### src/rtl/icu_pkg.sv
package icu_pkg;
  localparam int unsigned NSRC_DEF = 26;
  localparam int unsigned REG_W    = 8;
  localparam logic [7:0]  EN_BASE  = 8'hE1;
  localparam logic [7:0]  REQ_BASE = 8'hE9;
  localparam logic [7:0]  PRI_BASE = 8'hF1;

  typedef enum logic [1:0] {
    SVC_NONE  = 2'd0,
    SVC_LO    = 2'd1,
    SVC_HI    = 2'd2,
    SVC_LO_HI = 2'd3
  } svc_t;
endpackage

### src/rtl/icu_sfr_bank.sv
module icu_sfr_bank
  import icu_pkg::*;
#(
  parameter int unsigned NBITS = NSRC_DEF,
  parameter logic [7:0]  BASE  = EN_BASE
) (
  input  logic              clk,
  input  logic              rst_n,
  input  logic              wr_en,
  input  logic [7:0]        addr,
  input  logic [REG_W-1:0]  wdata,
  input  logic [NBITS-1:0]  set_bits,
  input  logic [NBITS-1:0]  clr_bits,
  output logic [NBITS-1:0]  bits_q,
  output logic [REG_W-1:0]  rd_data
);
  localparam int unsigned NREG = (NBITS + REG_W - 1) / REG_W;
  localparam int unsigned PADW = NREG * REG_W;

  logic [NREG-1:0]  hit;
  logic [NBITS-1:0] bits_d;
  logic [PADW-1:0]  padded;
  logic             upd;

  always_comb begin
    for (int r = 0; r < int'(NREG); r++) begin
      hit[r] = (addr == BASE + 8'(r));
    end
  end

  for (genvar i = 0; i < int'(NBITS); i++) begin : g_bit
    localparam int unsigned RI = i / REG_W;
    localparam int unsigned KI = i % REG_W;
    always_comb begin
      bits_d[i] = (wr_en && hit[RI]) ? wdata[KI] : bits_q[i];
      if (clr_bits[i]) bits_d[i] = 1'b0;
      if (set_bits[i]) bits_d[i] = 1'b1;
    end
  end

  assign upd = (wr_en && (|hit)) || (|set_bits) || (|clr_bits);

  always_ff @(posedge clk or negedge rst_n) begin
    if (!rst_n) begin
      bits_q <= '0;
    end else if (upd) begin
      bits_q <= bits_d;
    end
  end

  assign padded = PADW'(bits_q);

  always_comb begin
    rd_data = '0;
    for (int r = 0; r < int'(NREG); r++) begin
      if (hit[r]) rd_data = padded[r*REG_W +: REG_W];
    end
  end

  AST_SET_WINS: assert property (@(posedge clk) disable iff (!rst_n)
    (set_bits != '0) |=> ((bits_q & $past(set_bits)) == $past(set_bits)));
endmodule

### src/rtl/icu_arbiter.sv
module icu_arbiter #(
  parameter int unsigned NSRC = 26,
  parameter int unsigned VW   = $clog2(NSRC)
) (
  input  logic [NSRC-1:0] pend_hi,
  input  logic [NSRC-1:0] pend_lo,
  input  logic            allow_hi,
  input  logic            allow_lo,
  output logic            grant,
  output logic            grant_hi,
  output logic [VW-1:0]   grant_vec
);
  logic [NSRC-1:0] cand_hi;
  logic [NSRC-1:0] cand_lo;
  logic [VW-1:0]   idx_hi;
  logic [VW-1:0]   idx_lo;

  assign cand_hi = allow_hi ? pend_hi : '0;
  assign cand_lo = allow_lo ? pend_lo : '0;

  always_comb begin
    idx_hi = '0;
    idx_lo = '0;
    for (int i = int'(NSRC) - 1; i >= 0; i--) begin
      if (cand_hi[i]) idx_hi = VW'(i);
      if (cand_lo[i]) idx_lo = VW'(i);
    end
  end

  always_comb begin
    grant_hi  = |cand_hi;
    grant     = grant_hi || (|cand_lo);
    grant_vec = grant_hi ? idx_hi : idx_lo;
  end
endmodule

### src/rtl/icu_nest.sv
module icu_nest
  import icu_pkg::*;
(
  input  logic clk,
  input  logic rst_n,
  input  logic push,
  input  logic push_hi,
  input  logic pop,
  output logic allow_hi,
  output logic allow_lo,
  output logic busy_hi,
  output logic busy_lo
);
  svc_t state_q;
  svc_t state_d;

  always_comb begin
    state_d = state_q;
    if (pop) begin
      case (state_q)
        SVC_LO_HI: state_d = SVC_LO;
        default:   state_d = SVC_NONE;
      endcase
    end else if (push) begin
      case (state_q)
        SVC_NONE: state_d = push_hi ? SVC_HI : SVC_LO;
        SVC_LO:   state_d = push_hi ? SVC_LO_HI : SVC_LO;
        default:  state_d = state_q;
      endcase
    end
  end

  always_ff @(posedge clk or negedge rst_n) begin
    if (!rst_n) begin
      state_q <= SVC_NONE;
    end else if (push || pop) begin
      state_q <= state_d;
    end
  end

  assign busy_hi  = (state_q == SVC_HI) || (state_q == SVC_LO_HI);
  assign busy_lo  = (state_q == SVC_LO) || (state_q == SVC_LO_HI);
  assign allow_hi = !busy_hi;
  assign allow_lo = (state_q == SVC_NONE);

  AST_POP_HI_FIRST: assert property (@(posedge clk) disable iff (!rst_n)
    (pop && state_q == SVC_LO_HI) |=> (state_q == SVC_LO));
  AST_PUSH_HI: assert property (@(posedge clk) disable iff (!rst_n)
    (push && push_hi && !pop) |=> busy_hi);
endmodule

### src/rtl/prio_irq_ctrl.sv
module prio_irq_ctrl
  import icu_pkg::*;
#(
  parameter int unsigned NSRC = NSRC_DEF,
  localparam int unsigned VW  = $clog2(NSRC)
) (
  input  logic            clk,
  input  logic            rst_n,
  input  logic [7:0]      sfr_addr,
  input  logic            sfr_wr,
  input  logic [7:0]      sfr_wdata,
  output logic [7:0]      sfr_rdata,
  input  logic [NSRC-1:0] src_pulse,
  output logic            irq,
  output logic [VW-1:0]   irq_vec,
  input  logic            irq_ack,
  input  logic            irq_ret
);
  logic [1:0]      rst_sync;
  logic            rst_core_n;
  logic [NSRC-1:0] en_q, req_q, pri_q;
  logic [NSRC-1:0] ack_clr;
  logic [7:0]      rd_en, rd_req, rd_pri;
  logic            take, grant_hi;
  logic            allow_hi, allow_lo, busy_hi, busy_lo;

  always_ff @(posedge clk or negedge rst_n) begin
    if (!rst_n) rst_sync <= 2'b00;
    else        rst_sync <= {rst_sync[0], 1'b1};
  end
  assign rst_core_n = rst_sync[1];

  assign take = irq && irq_ack && !irq_ret;

  always_comb begin
    ack_clr = '0;
    if (take) ack_clr[irq_vec] = 1'b1;
  end

  icu_sfr_bank #(.NBITS(NSRC), .BASE(EN_BASE)) u_en (
    .clk(clk), .rst_n(rst_core_n), .wr_en(sfr_wr), .addr(sfr_addr),
    .wdata(sfr_wdata), .set_bits('0), .clr_bits('0),
    .bits_q(en_q), .rd_data(rd_en));

  icu_sfr_bank #(.NBITS(NSRC), .BASE(REQ_BASE)) u_req (
    .clk(clk), .rst_n(rst_core_n), .wr_en(sfr_wr), .addr(sfr_addr),
    .wdata(sfr_wdata), .set_bits(src_pulse), .clr_bits(ack_clr),
    .bits_q(req_q), .rd_data(rd_req));

  icu_sfr_bank #(.NBITS(NSRC), .BASE(PRI_BASE)) u_pri (
    .clk(clk), .rst_n(rst_core_n), .wr_en(sfr_wr), .addr(sfr_addr),
    .wdata(sfr_wdata), .set_bits('0), .clr_bits('0),
    .bits_q(pri_q), .rd_data(rd_pri));

  assign sfr_rdata = rd_en | rd_req | rd_pri;

  icu_arbiter #(.NSRC(NSRC), .VW(VW)) u_arb (
    .pend_hi(req_q & en_q & pri_q),
    .pend_lo(req_q & en_q & ~pri_q),
    .allow_hi(allow_hi), .allow_lo(allow_lo),
    .grant(irq), .grant_hi(grant_hi), .grant_vec(irq_vec));

  icu_nest u_nest (
    .clk(clk), .rst_n(rst_core_n),
    .push(take), .push_hi(grant_hi), .pop(irq_ret),
    .allow_hi(allow_hi), .allow_lo(allow_lo),
    .busy_hi(busy_hi), .busy_lo(busy_lo));

  AST_IRQ_PENDING: assert property (@(posedge clk) disable iff (!rst_core_n)
    irq |-> (req_q[irq_vec] && en_q[irq_vec]));
  AST_HI_WINS: assert property (@(posedge clk) disable iff (!rst_core_n)
    (irq && !pri_q[irq_vec]) |-> ((req_q & en_q & pri_q) == '0));
  AST_HI_SILENT: assert property (@(posedge clk) disable iff (!rst_core_n)
    busy_hi |-> !irq);
  AST_LO_ONLY_HI: assert property (@(posedge clk) disable iff (!rst_core_n)
    (busy_lo && irq) |-> pri_q[irq_vec]);
  AST_ACK_CLEARS: assert property (@(posedge clk) disable iff (!rst_core_n)
    (take && !src_pulse[irq_vec]) |=> !req_q[$past(irq_vec)]);
endmodule

### config.mk
export PLATFORM = sky130hd
export DESIGN_NAME = prio_irq_ctrl
export DESIGN_NICKNAME = d
export VERILOG_FILES = /design/src/rtl/icu_pkg.sv /design/src/rtl/icu_sfr_bank.sv /design/src/rtl/icu_arbiter.sv /design/src/rtl/icu_nest.sv /design/src/rtl/prio_irq_ctrl.sv
export SDC_FILE = /design/constraint.sdc
export NUM_CORES = 1
export LEC_CHECK = 0
export BUFFER_PORTS_ARGS = -buffer_cell sky130_fd_sc_hd__buf_2
export CAP_MARGIN = 10
export CORE_ASPECT_RATIO = 0.9
export CORE_MARGIN = 1.5
export CORE_UTILIZATION = 40
export DETAILED_ROUTE_END_ITERATION = 10
export PLACE_DENSITY_LB_ADDON = 0.2
export SKIP_CTS_REPAIR_TIMING = 1
export SLEW_MARGIN = 20
export SYNTH_ARGS = -nofsm -noshare
export SYNTH_HDL_FRONTEND = slang
export SYNTH_SLANG_ARGS = --single-unit
### constraint.sdc
create_clock -name clk -period 6.6 [get_ports clk]
set_input_delay 0.66 -clock clk [delete_from_list [all_inputs] [get_ports clk]]
set_output_delay 0.66 -clock clk [all_outputs]
set_load 0.01 [all_outputs]
==> flow_summary.ini, run 1 <==
[global_routing]
grt_pass1_wl_mm = 31.1
grt_overflow = 0
grt_pass1_vias = 4970
grt_max_degree = 54
antenna_found_initial = 0
grtUsageTotal_pct = 29.4

[route]
vias = 5090
wl_per_cell_um = 26.1
vias_per_cell = 6.55
route.final.wire_length_mm = 20.3
ant_nets = 0
dr.pass1.iters = 9
drc = 4
drtIter0Drc = 463

[synth]
synth_edf_count = 0
syn_nets = 596
ys_seq_elements = 82
syn_inst = 549
seq_area_frac_synth_pct = 37.8
synthArstFlopShare_pct = 100
synth_cell_types = 69
postSynthAreaPerCell_um2 = 9.88
yosys.area.top_type_share_pct = 37.8
ys.warnings.count = 0
synth_top_cell_by_area = dfrtp_1
synth_ff_type = dfrtp_1
synthTopCellsByArea = dfrtp_1, mux2_2, nand4b_1
synth_area_um2 = 5420

[sta]
min_period_ns = 4.32
slew_headroom_pct = 15.4
rsz0062_at_grt = false
worstMarginPinSlew_ns = 1.26
hold_viol = 0
drv_slew = 0
max_freq_mhz = 231
clock_skew_ns = 0.00838
hold_ws_ns = 0.0692
layout_setup_ws_ns = 2.28
fin_setup_tns_ns = 0
setup_viol = 0
period_share_pct = 65.5

[critical_path]
worstSetupStartpointType = flip-flop
slowest_delay_ns = 0.93
slowest_stage = dfrtp_1
path_cells = and4b_1 -> nor4b_2 -> nor3b_1 -> nand2_1 -> a211oi_1 -> nor3_1 -> buf_4 -> inv_1 -> buf_2
path_max_fanout = 31
cp_top_family = simple AND/OR/NAND/NOR gates
crit_arrival_ns = 3.66
cp_data_required_time_ns = 5.94
crit_type = reg -> out
critPathBufInv = 3
critPathCaptureType = primary output

[floorplan]
rows = 40
die_area_um2 = 14300
fp.dieH_um = 113
start_util_pct = 40.7
core_area_um2 = 13300
die_x_um = 126
boundaryPins = 61

[power]
comb_power_share_pct = 24.4
power-per-cell-area_nw_per_um2 = 230
peakVddDrop_uv = 251
swShare_pct = 33.6
power_frac_seq_pct = 39.1
switchingPower_mw = 0.479
p_clk_share_pct = 36.5
p_total_mw = 1.42
leakage_nw = 2.86
intPower_mw = 0.944

[placed_design]
dpl.cell_count = 761
portBuffers = 60
gp_congestion = 1.02
dpl_cell_area_um2 = 5890
hpwl_mm = 15.0
dpl_worst_slack_ns = 2.59

[clock_network]
clk_latency_ns = 0.36
htreeDepth = 3
path_clk_slew_ns = 0.07
clockRootBuffer = clkbuf_16
cts_buffer_depth = 2
cts.sinks = 82
cts_buffers = 9
cts_tree = built

[cells_and_area]
finalInstanceArea_um2 = 6190
syn2layout_area_growth_pct = 14.2
nets = 651
drive_gt1_share_pct = 27.3
num_antenna_cells = 0
utilization_pct = 46.5
final_cells = 777

[status]
outcome = finished, violations left
violations = design-rule violations

[min_path]
hp-class = in -> async

[run]
cap_viol_max_count = 0
==> metal layers <==
| layer | vias to the layer above | wire, um | part of all wire (%) | GRT usage, % |
|---|---|---|---|---|
| li1 | 2270 | - | - | - |
| met1 | 2548 | 9100 | 45 | 41.0 |
| met2 | 234 | 9120 | 45 | 45.3 |
| met3 | 38 | 1540 | 7.6 | 7.13 |
| met4 | 0 | 516 | 2.5 | 9.27 |
| met5 | - | 0 | 0 | 0 |
==> worst register-to-register path, cell delays in order (launching register included) <==
cell,delay (ns)
dfrtp_1,0.93
and4b_1,0.34
nor4b_2,0.59
or3b_1,0.46
o21ai_0,0.32
inv_1,0.22
nor3_1,1.04
a31oi_1,0.20
==> Yosys cell counts (3+ instances only) <==
master	n
and3b_1	17
and3_1	20
a211o_1	5
a22oi_1	20
and4_1	3
nand3_1	18
inv_1	15
nand4_1	10
nor2b_1	3
clkbuf_1	14
a21o_1	3
buf_2	3
and4b_1	4
and2_1	5
or2_1	5
nand2b_1	10
a21oi_1	15
a41oi_1	10
a211oi_1	18
a31oi_1	12
o21ai_0	15
nor4_1	4
nand4b_1	26
o31a_1	4
a222oi_1	5
nor2_1	25
nand2_1	30
mux2i_1	8
nor3_1	14
dfrtp_1	82
a22o_1	6
nand3b_1	10
mux2_2	64
==> layout make-up <==
cell class | count | area (um2)
Multi-Input combinational cell | 431 | 3230
Clock inverter | 6 | 73.8
Sequential cell | 82 | 2060
Inverter | 15 | 56.3
Clock buffer | 10 | 229
Timing Repair Buffer | 65 | 338
Fill cell | 1301 | 7120
Tap cell | 168 | 210
==> registers in the layout (all words and copies together) (netlist names) <==
register,flops
u_req.bits_q,26
rst_sync,2
u_en.bits_q,26
u_nest.state_q,2
u_pri.bits_q,26
==> power by group through the flow <==
stage / clock (mW) / sequential (mW) / combinational, mW
floorplan: 0 / 0.555 / 0.212
global placement: 0 / 0.564 / 0.336
detailed placement: 0 / 0.565 / 0.337
CTS: 0.531 / 0.556 / 0.338
global route: 0.556 / 0.560 / 0.366
finish: 0.519 / 0.557 / 0.347
==> cells in the final DEF (no fill, tap or decap), drive strengths merged, types with 3 or more instances in the layout <==
master  instances
nor2b           3
a31oi          12
a222oi          5
o21ai          15
a211o           5
o31a            5
nand3          18
nor2           26
a22oi          20
mux2           64
inv            17
nand2          30
nand4b         26
nor4            4
mux2i           8
a21o            3
a21oi          15
clkinv          3
o22ai           3
nor3           15
or2             7
and3           21
clkbuf         10
and3b          18
dfrtp          82
and4            4
buf            65
and4b           5
a211oi         18
nand2b         10
nand3b         10
and2            7
nor4b           3
nand4          10
a22o            6
a41oi          10
==> cells by family after synthesis <==
kind of cell / after synthesis / share of synthesized area, %
flops: 82 / 37.8
other cells: 1 / 0.0692
mux: 72 / 14.8
compound gates: 133 / 18.1
buf+inv: 36 / 2.65
simple gates: 225 / 26.6
==> path summary, 6_finish.rpt <==
| check | endpoint | slack, ns | start | cells after the start |
|---|---|---|---|---|
| setup / recovery | irq_vec[0] | 2.28 | u_nest.state_q[1] | 9 |
| max in group asynchronous | u_nest.state_q[1] | 5.31 | rst_sync[1] | 1 |
| setup reg to reg | u_req.bits_q[3] | 2.33 | u_nest.state_q[1] | 7 |
| hold / removal | rst_sync[0] | 0.07 | rst_n | 1 |
| hold reg to reg | u_req.bits_q[5] | 0.25 | rst_sync[1] | 0 |
| min in group clk | rst_sync[1] | 0.36 | rst_sync[0] | 0 |
No activity file was read; power rests on OpenSTA's default activity.
==> inputs of run 2 (changes only) <==
==> constraint.sdc (replaced) <==
create_clock -name clk -period 4.05 [get_ports clk]
set_input_delay 0.405 -clock clk [delete_from_list [all_inputs] [get_ports clk]]
set_output_delay 0.405 -clock clk [all_outputs]
set_load 0.01 [all_outputs]
==> run 2 against run 1 <==
  * The run still ends with design-rule violations left
  * Register-to-register slack lost 2.0 ns
  * Combinational power increased by 67%
  * Sequential cell count is the same
  * Cell area rose by 1.5%
  * Count of clock-buffer cells in the layout grew 2
  * Clock skew is 0.0022 ns lower
  * Largest power group unchanged
  * Total power increased by 67%
  * Utilization is 0.69 points higher
  * First-iteration DRC count rose by 27%
  * Via count rose by 2.6%
  * Sequential share of layout area decreased by 0.48 points
  * Clock power grew 70%
==> flow_summary.ini, run 2 (synthesis gave the netlist of run 1 again) <==
[status]
outcome = finished, violations left
violations = design-rule violations

[critical_path]
worstSetupStartpointType = flip-flop
startpoint = u_nest.state_q[1]
cp_top_family = simple AND/OR/NAND/NOR gates
slowest_stage = and2_1
crit_arrival_ns = 3.30
crit_type = reg -> out
path_cells = buf_4 -> nor2_1 -> o21ai_0 -> o211ai_1 -> a211oi_1 -> o311ai_1 -> and2_1 -> inv_1 -> buf_2
path_max_fanout = 19
cp_data_required_time_ns = 3.64
slowest_delay_ns = 0.66
critPathCaptureType = primary output
rrSetupSlack_ns = 0.36
timing.rr.start = u_nest.state_q[1]
critPathBufInv = 3

[clock_network]
cts_tree = built
path_clk_slew_ns = 0.06
cts_buffer_depth = 2
clk_latency_ns = 0.35
htreeDepth = 3
clockRootBuffer = clkbuf_16
cts.sinks = 82
cts_buffers = 9

[floorplan]
fp.dieH_um = 113
die_area_um2 = 14300
boundaryPins = 61
core_area_um2 = 13300
start_util_pct = 40.7
die_x_um = 126
rows = 40

[sta]
period_share_pct = 91.4
worstMarginPinSlew_ns = 1.07
max_freq_mhz = 270
slew_headroom_pct = 28.2
hold_viol = 0
clock_skew_ns = 0.00619
drv_slew = 0
rsz0062_at_grt = false
setup_viol = 0
fin_setup_tns_ns = 0
min_period_ns = 3.70

[global_routing]
use_met1_pct = 42.2
grt_pass1_wl_mm = 31.8
antenna_found_initial = 0
top_usage_layer = met2
grt_overflow = 0
grtUsageTotal_pct = 30.1
grt_util_met3_pct = 6.85
grtUsageMet2_pct = 46.0
grt_pass1_vias = 5062
grt_max_degree = 81

[power]
swShare_pct = 32.0
p_clk_share_pct = 37.2
power-per-cell-area_nw_per_um2 = 377
p_total_mw = 2.37
comb_power_share_pct = 24.4
leakage_nw = 2.91
power_frac_seq_pct = 38.3
peakVddDrop_uv = 200
switchingPower_mw = 0.758
intPower_mw = 1.61

[placed_design]
portBuffers = 60
dpl_cell_area_um2 = 5930
hpwl_mm = 15.0
gp_congestion = 0.959

[route]
drc = 2
vias_per_cell = 6.66
drtIter0Drc = 589
route.final.wire_length_mm = 20.7
vias = 5223
dr.pass1.iters = 10
wl_per_cell_um = 26.4
ant_nets = 0

[cells_and_area]
largest_registers = u_en.bits_q: 26 flops, u_pri.bits_q: 26 flops, u_req.bits_q: 26 flops
nets = 659
final_common_cell = dfrtp_1
num_antenna_cells = 0
layout.cells.most_common_list = dfrtp_1, mux2_2, buf_2
finalInstanceArea_um2 = 6280
syn2layout_area_growth_pct = 15.9
drive_gt1_share_pct = 27.8
fillCellCount = 1259

[run]
cap_viol_max_count = 0

[min_path]
hp-start = src_pulse[4]
hp-class = in -> reg
run 2: changes by cell type in the layout (fill, tap and decap cells not counted), sizes merged:
cell and change:
clkinv -2, clkbuf +2, inv -2, buf +7
bufinv +1, dlygate4sd3 +1
run 2: layout make-up:
class                           count  area, um2  share of cell area [%]
Clock buffer                       12        246                    3.92
Clock inverter                      3       65.1                    1.04
Inverter                           15       56.3                   0.896
Multi-Input combinational cell    431       3230                    51.4
Sequential cell                    82       2060                    32.7
Tap cell                          168        210                    3.35
Timing Repair Buffer               73        420                    6.69
run 2: metal layers:
metal / vias to the layer above / part of all wire, % / wire (um)
met5: - / 0 / 0
met3: 41 / 9.2 / 1910
met4: 0 / 2.9 / 609
met1: 2622 / 44 / 9070
li1: 2281 / - / -
met2: 279 / 44 / 9110
run 2: final timing paths:
| check | to | depth (start not counted) |
|---|---|---|
| max | irq_vec[1] | 9 |
| min | u_req.bits_q[4] | 2 |
| max reg2reg | u_req.bits_q[3] | 8 |
| min reg2reg | u_pri.bits_q[21] | 0 |
| max in group asynchronous | u_req.bits_q[10] | 1 |
| min in group asynchronous | u_pri.bits_q[21] | 0 |
run 2: worst register-to-register path, delay by kind of cell, from the launching register on:
kind                   cells  cell delay [ns]
flip-flops                 1             0.54
AO/OA/AOI/OAI              2             0.59
buffers and inverters      2             0.56
AND/OR/NAND/NOR            4             1.83
run 2: power by group through the flow:
stage	sequential, mW	clock (mW)	combinational, mW
floorplan	0.905	0	0.345
global placement	0.930	0	0.544
detailed placement	0.930	0	0.545
CTS	0.916	0.894	0.548
global route	0.912	0.928	0.617
finish	0.908	0.882	0.579
run 2: through the flow:
stage                     util (%)  hold WS, ns  cells  setup WS [ns]
after floorplan                  -        0.109    549           1.47
after global placement        44.6        0.190    767          0.544
after detailed placement      44.6        0.192    767          0.498
after CTS                     46.9       -0.185    782          0.436
after global routing          47.2        0.252    784          0.193
final                         47.2        0.241    784          0.348
